[config.mk]
export PLATFORM = sky130hd
export DESIGN_NAME = opc_fetch_decoder
export DESIGN_NICKNAME = d
export VERILOG_FILES = /design/src/rtl/opc_pkg.sv /design/src/rtl/opc_classify.sv /design/src/rtl/opc_pc.sv /design/src/rtl/opc_fetch_decoder.sv
export SDC_FILE = /design/constraint.sdc
export NUM_CORES = 1
export LEC_CHECK = 0
export ABC_AREA = 1
export CAP_MARGIN = 20
export CORE_UTILIZATION = 39
export CTS_CLUSTER_SIZE = 16
export DETAILED_ROUTE_END_ITERATION = 12
export HOLD_SLACK_MARGIN = 0.03
export PLACE_DENSITY_LB_ADDON = 0.3
export SETUP_SLACK_MARGIN = 0.2
export SYNTH_ARGS = -nofsm -noshare
export SYNTH_HDL_FRONTEND = slang
export SYNTH_SLANG_ARGS = --single-unit
[constraint.sdc]
create_clock -name clk -period 2.8 [get_ports clk]
set_input_delay 0.56 -clock clk [delete_from_list [all_inputs] [get_ports clk]]
set_output_delay 0.56 -clock clk [all_outputs]
set_load 0.1 [all_outputs]
[src/rtl/opc_pkg.sv]
package opc_pkg;

    localparam int BYTE_W    = 8;
    localparam int MAX_BYTES = 3;
    localparam int LVL_W     = 2;

    localparam logic [BYTE_W-1:0] OPC_ESC   = 8'h0F;
    localparam logic [BYTE_W-1:0] OPC_HALT  = 8'hF4;
    localparam logic [BYTE_W-1:0] PFX_LO    = 8'hF2;
    localparam logic [BYTE_W-1:0] PFX_HI    = 8'hF3;
    localparam logic [BYTE_W-1:0] OPC_SPIN  = 8'h90;

    typedef enum logic [2:0] {
        P_ONE   = 3'd0,
        P_ESC   = 3'd1,
        P_LO    = 3'd2,
        P_LO_E  = 3'd3,
        P_HI    = 3'd4,
        P_HI_E  = 3'd5
    } path_e;

    typedef enum logic [1:0] {
        A_BAD  = 2'd0,
        A_DONE = 2'd1,
        A_ESC  = 2'd2,
        A_HALT = 2'd3
    } act_e;

    typedef enum logic [1:0] {
        S_IDLE  = 2'd0,
        S_FETCH = 2'd1,
        S_STOP  = 2'd2
    } st_e;

    // level-1 accept set: nop, return, register push/pop block
    function automatic logic tbl_one(input logic [BYTE_W-1:0] b);
        return (b == OPC_SPIN) || (b == 8'hC3) || (b[7:4] == 4'h5);
    endfunction

    // second byte behind the escape: conditional branch block and multiply
    function automatic logic tbl_esc(input logic [BYTE_W-1:0] b);
        return (b[7:4] == 4'h8) || (b == 8'hAF);
    endfunction

    function automatic logic tbl_lo_esc(input logic [BYTE_W-1:0] b);
        return (b == 8'h10) || (b == 8'h11) || (b == 8'h58) || (b == 8'h59);
    endfunction

    function automatic logic tbl_hi_esc(input logic [BYTE_W-1:0] b);
        return (b == 8'h10) || (b == 8'h11) || (b == 8'h2A) || (b == 8'h2C);
    endfunction

endpackage

[src/rtl/opc_classify.sv]
module opc_classify
    import opc_pkg::*;
(
    input  path_e              path,
    input  logic [BYTE_W-1:0]  byte_in,
    output act_e               act,
    output path_e              nxt_path
);

    always_comb begin
        act      = A_BAD;
        nxt_path = path;
        unique case (path)
            P_ONE: begin
                if (byte_in == OPC_HALT) begin
                    act = A_HALT;
                end else if (byte_in == OPC_ESC) begin
                    act      = A_ESC;
                    nxt_path = P_ESC;
                end else if (byte_in == PFX_LO) begin
                    act      = A_ESC;
                    nxt_path = P_LO;
                end else if (byte_in == PFX_HI) begin
                    act      = A_ESC;
                    nxt_path = P_HI;
                end else if (tbl_one(byte_in)) begin
                    act = A_DONE;
                end
            end
            P_ESC: begin
                if (tbl_esc(byte_in)) act = A_DONE;
            end
            P_LO: begin
                if (byte_in == OPC_ESC) begin
                    act      = A_ESC;
                    nxt_path = P_LO_E;
                end
            end
            P_HI: begin
                if (byte_in == OPC_ESC) begin
                    act      = A_ESC;
                    nxt_path = P_HI_E;
                end else if (byte_in == OPC_SPIN) begin
                    act = A_DONE;
                end
            end
            P_LO_E: begin
                if (tbl_lo_esc(byte_in)) act = A_DONE;
            end
            P_HI_E: begin
                if (tbl_hi_esc(byte_in)) act = A_DONE;
            end
            default: act = A_BAD;
        endcase
    end

endmodule

[src/rtl/opc_pc.sv]
module opc_pc #(
    parameter int          AW       = 32,
    parameter logic [31:0] RESET_PC = 32'd1
) (
    input  logic          clk,
    input  logic          rst_n,
    input  logic          adv,
    input  logic          load,
    input  logic [AW-1:0] load_val,
    output logic [AW-1:0] pc
);

    localparam logic [AW-1:0] PC_RST = AW'(RESET_PC);

    logic [AW-1:0] pc_d, pc_q;

    always_comb begin
        pc_d = pc_q;
        if (load)      pc_d = load_val;
        else if (adv)  pc_d = pc_q + AW'(1);
    end

    always_ff @(posedge clk) begin
        if (!rst_n) pc_q <= PC_RST;
        else        pc_q <= pc_d;
    end

    assign pc = pc_q;

endmodule

[src/rtl/opc_fetch_decoder.sv]
module opc_fetch_decoder
    import opc_pkg::*;
#(
    parameter int          AW       = 32,
    parameter logic [31:0] RESET_PC = 32'd1
) (
    input  logic                        clk,
    input  logic                        rst_n,
    input  logic                        step,
    input  logic [AW-1:0]               end_addr,
    output logic                        mem_rd,
    output logic [AW-1:0]               mem_addr,
    input  logic [BYTE_W-1:0]           mem_rdata,
    input  logic                        mem_fault,
    output logic [AW-1:0]               pc,
    output logic                        op_valid,
    output logic [MAX_BYTES*BYTE_W-1:0] op_bytes,
    output logic [LVL_W-1:0]            op_len,
    output logic [2:0]                  op_class,
    output logic                        op_halt,
    output logic [AW-1:0]               op_start,
    output logic                        err,
    output logic                        err_fault,
    output logic [LVL_W-1:0]            err_level,
    output logic [2:0]                  err_path
);

    localparam int             BUS_W    = MAX_BYTES * BYTE_W;
    localparam logic [LVL_W-1:0] LVL_TOP = LVL_W'(MAX_BYTES);

    typedef struct packed {
        st_e                st;
        logic [AW-1:0]      start;
        path_e              path;
        logic [LVL_W-1:0]   lvl;
        logic [BUS_W-1:0]   bytes;
        logic               vld;
        logic               halt;
        logic               err;
        logic               flt;
        logic [LVL_W-1:0]   elvl;
        path_e              epath;
    } regs_t;

    regs_t q, d;

    logic          pc_adv, pc_load;
    act_e          act;
    path_e         nxt_path;
    logic [LVL_W-1:0] lane;

    opc_classify u_cls (
        .path     (q.path),
        .byte_in  (mem_rdata),
        .act      (act),
        .nxt_path (nxt_path)
    );

    opc_pc #(.AW(AW), .RESET_PC(RESET_PC)) u_pc (
        .clk      (clk),
        .rst_n    (rst_n),
        .adv      (pc_adv),
        .load     (pc_load),
        .load_val (end_addr),
        .pc       (pc)
    );

    assign lane = q.lvl - LVL_W'(1);

    always_comb begin
        d       = q;
        d.vld   = 1'b0;
        d.halt  = 1'b0;
        pc_adv  = 1'b0;
        pc_load = 1'b0;
        unique case (q.st)
            S_IDLE: begin
                if (step) begin
                    d.st    = S_FETCH;
                    d.start = pc;
                    d.path  = P_ONE;
                    d.lvl   = LVL_W'(1);
                    d.bytes = '0;
                end
            end
            S_FETCH: begin
                if (mem_fault) begin
                    d.st    = S_STOP;
                    d.err   = 1'b1;
                    d.flt   = 1'b1;
                    d.elvl  = q.lvl;
                    d.epath = q.path;
                end else begin
                    pc_adv = 1'b1;
                    for (int i = 0; i < MAX_BYTES; i++) begin
                        if (lane == LVL_W'(i)) d.bytes[i*BYTE_W +: BYTE_W] = mem_rdata;
                    end
                    unique case (act)
                        A_HALT: begin
                            pc_adv  = 1'b0;
                            pc_load = 1'b1;
                            d.vld   = 1'b1;
                            d.halt  = 1'b1;
                            d.st    = S_IDLE;
                        end
                        A_DONE: begin
                            d.vld = 1'b1;
                            d.st  = S_IDLE;
                        end
                        A_ESC: begin
                            if (q.lvl == LVL_TOP) begin
                                d.st    = S_STOP;
                                d.err   = 1'b1;
                                d.elvl  = q.lvl;
                                d.epath = q.path;
                            end else begin
                                d.path = nxt_path;
                                d.lvl  = q.lvl + LVL_W'(1);
                            end
                        end
                        default: begin
                            d.st    = S_STOP;
                            d.err   = 1'b1;
                            d.elvl  = q.lvl;
                            d.epath = q.path;
                        end
                    endcase
                end
            end
            S_STOP: begin
                d.st = S_STOP;
            end
            default: d.st = S_STOP;
        endcase
    end

    always_ff @(posedge clk) begin
        if (!rst_n) q <= '0;
        else        q <= d;
    end

    assign mem_rd    = (q.st == S_FETCH);
    assign mem_addr  = pc;
    assign op_valid  = q.vld;
    assign op_bytes  = q.bytes;
    assign op_len    = q.lvl;
    assign op_class  = q.path;
    assign op_halt   = q.halt;
    assign op_start  = q.start;
    assign err       = q.err;
    assign err_fault = q.flt;
    assign err_level = q.elvl;
    assign err_path  = q.epath;

endmodule

==> results.py <==
metrics = {
    "status": {
        "outcome": "finished clean",
    },
    "yosys": {
        "netlist.top_cell.by_area": "dfxtp_1",
        "synth_seq_cells": 104,
        "netlist_top_cells_area": "dfxtp_1, buf_4, nand2_1",
        "synth_fp_nets": 969,
        "avgSynthCellArea_um2": 6.91,
        "async_flop_share": 0,
        "synth_enable_flop_cells": 0,
        "synthDistinctLibCells": 42,
        "ys_seq_area_frac": 0.327,
        "synth.most_common_cell": "nand2_1",
        "synth.cell_area_um2": 6360,
        "ys.flop_type": "dfxtp_1",
        "yosysTopAreaCellShare": 0.327,
        "yosys-top-cells-count": "nand2_1, nor2_1, dfxtp_1",
        "synthCells": 921,
        "ys_warn_count": 0,
    },
    "floorplanning": {
        "core_area_um2": 15900,
        "die_w_um": 130,
        "io_pins": 179,
        "die-area_um2": 16800,
        "fp.dieH_um": 130,
        "start_util": 0.401,
        "row_count": 46,
    },
    "sta": {
        "setup_viol_count_final": 0,
        "fin_ws_ns": 0.427,
        "min_period_ns": 2.37,
        "fin_crit_sh": 0.847,
        "fmax_ghz": 0.421,
        "hold_ws_ns": 0.452,
        "worst_slew_pin_slew_ns": 0.655,
        "drv_slew": 0,
        "final.setup.tns_ns": 0,
        "rsz0062_at_grt": "false",
        "hold_violations": 0,
        "slew_headroom": 0.563,
        "clock-skew-final_ns": 0.00945,
    },
    "layout": {
        "multi_input_area_um2": 3030,
        "utilization": 0.476,
        "nets": 1034,
        "drive_gt1_frac": 0.217,
        "fillCellCount": 1687,
        "num_antenna_cells": 0,
        "seq_area_um2": 2080,
        "syn_to_final_growth_pct": 18.8,
    },
    "global_route": {
        "grt_pass1_vias": 5243,
        "antenna_found_initial": 0,
        "grt_use_total": 0.209,
        "overflow": 0,
        "grt_max_degree": 70,
        "grt_pass1_wl_mm": 27.4,
    },
    "clock_network": {
        "htreeDepth": 3,
        "clkLatencyLatePin_ns": 0.36,
        "cts_tree": "yes",
        "clockBufferDepth": 2,
        "cts_root_buf": "clkbuf_16",
        "ctsResizeCount": 0,
        "hold_buffers": 0,
        "post_cts_buffers": 0,
        "cts_made_buffers": 9,
        "clk_pin_slew_ns": 0.07,
        "clock-sinks": 104,
    },
    "power": {
        "switching_share": 0.435,
        "p_sw_mw": 2.19,
        "ir_worst_vdd_mv": 0.310,
        "leakagePower_nw": 3.25,
        "p_per_area_nw_per_um2": 666,
        "internal_power_mw": 2.84,
        "clockPowerShare": 0.281,
        "combPwrFrac": 0.375,
        "seqPwrFrac": 0.344,
    },
    "hold_path": {
        "hold_path_end": "err_fault",
        "hp-class": "flip-flop to flip-flop",
        "worstHoldStart": "err_fault",
        "min_path_cells": 2,
    },
    "worst_setup_path": {
        "cp_max_fo": 30,
        "r2r_end": "u_pc.pc[0]",
        "start_kind": "primary input",
        "worst_setup_path_end_kind": "flip-flop",
        "worstRegToRegCells": 8,
        "r2r_start": "q[70]",
        "crit_type": "primary input to flip-flop",
        "r2r_setup_slack_ns": 0.73,
        "cp.required_ns": 3.04,
        "arrival_ns": 2.61,
    },
    "routing": {
        "drtAntennaViolNets": 0,
        "drt_iter0_drc": 343,
        "viasPerCell": 4.84,
        "dr.pass1.iters": 5,
        "vias": 5847,
        "wl_mm": 17.5,
        "wire_per_inst_um": 14.5,
        "drcViolationCount": 0,
    },
    "placed_design": {
        "place.detailed.hpwl_mm": 12.9,
        "gp_congestion": 0.870,
        "dp_slack_ns": 0.0696,
        "port_buffers": 178,
    },
    "job": {
        "cap_viol_max_count": 0,
    },
}
-- placed cells by master, fill, tap and decap left out, types with 9 or more instances in the layout --
master / synthesis / final
nor3_1: 15 / 15
nand4_1: 12 / 12
inv_1: 71 / 71
a21oi_1: 71 / 71
dfxtp_1: 104 / 102
nand3b_1: 29 / 29
nand2_1: 152 / 152
o21ai_0: 64 / 64
clkbuf_16: 0 / 9
clkdlybuf4s50_1: 0 / 42
xor2_1: 12 / 12
nand3_1: 63 / 63
buf_4: 99 / 147
inv_2: 10 / 10
nor2_1: 129 / 129
-- state kept, by name, summed over array words and instances (netlist names), 2 cells and up --
name	flops
op_len	2
op_start	32
op_class	3
err_level	2
u_pc.pc	32
q	2
err_path	3
op_bytes	24
-- worst max-delay path by stage --
stage / start / to / slack (ns) / depth (start not counted)
floorplan: u_pc.pc[2] / u_pc.pc[16] / 0.34 / 9
global placement: mem_rdata[3] / u_pc.pc[0] / 0.10 / 10
detailed placement: mem_rdata[4] / u_pc.pc[0] / 0.07 / 10
CTS: mem_rdata[4] / u_pc.pc[0] / 0.44 / 10
global route: mem_rdata[4] / u_pc.pc[22] / 0.21 / 11
finish: mem_rdata[4] / u_pc.pc[0] / 0.43 / 10
-- logic make-up after synthesis --
kind of cell / count (synthesis) / synth area share
buffers and inverters: 218 / 0.197
DFF: 104 / 0.327
and+or+nand+nor: 435 / 0.328
AOI/OAI and AO/OA: 147 / 0.122
adders and majority gates: 4 / 0.00787
xor gates and xnor gates: 13 / 0.0179
-- layout make-up --
cell class,count,share of cell area
inverter,82,0.0407
clock inverter,6,0.0121
clock buffer,10,0.0316
tap,216,0.0358
multi-input combinational,599,0.402
timing repair buffer,190,0.202
sequential,104,0.276
-- power groups by stage --
stage	Combinational [mW]	Sequential, mW	Clock, mW
after floorplan	1.63	1.79	0
after global placement	1.88	1.76	0
after detailed placement	1.89	1.77	0
after CTS	1.89	1.73	1.44
after global routing	1.99	1.75	1.49
final	1.89	1.73	1.41
-- worst max-delay path: stages --
cell,delay [ns]
clkdlybuf4s50_1,0.59
nand2_1,0.10
nor2_2,0.16
nand3_2,0.13
nand4_1,0.16
inv_2,0.08
nor2_8,0.22
nand2_4,0.28
o211ai_1,0.27
nand2_1,0.07
-- metrics by stage --
step | total power [mW] | cells | area (µm²)
floorplan | 3.42 | 921 | 6360
global placement | 3.64 | 1191 | 7230
detailed placement | 3.65 | 1191 | 7230
CTS | 5.06 | 1207 | 7560
global route | 5.22 | 1207 | 7560
finish | 5.03 | 1207 | 7560
-- routing by layer --
metal / wire length, µm / vias up / global-route usage
met3: 1080 / 16 / 0.0328
li1: - / 3008 / -
met4: 229 / 0 / 0.0616
met2: 7810 / 178 / 0.328
met1: 8390 / 2645 / 0.296
met5: 0 / - / 0
Note: power is estimated with default switching activity, not from simulation.
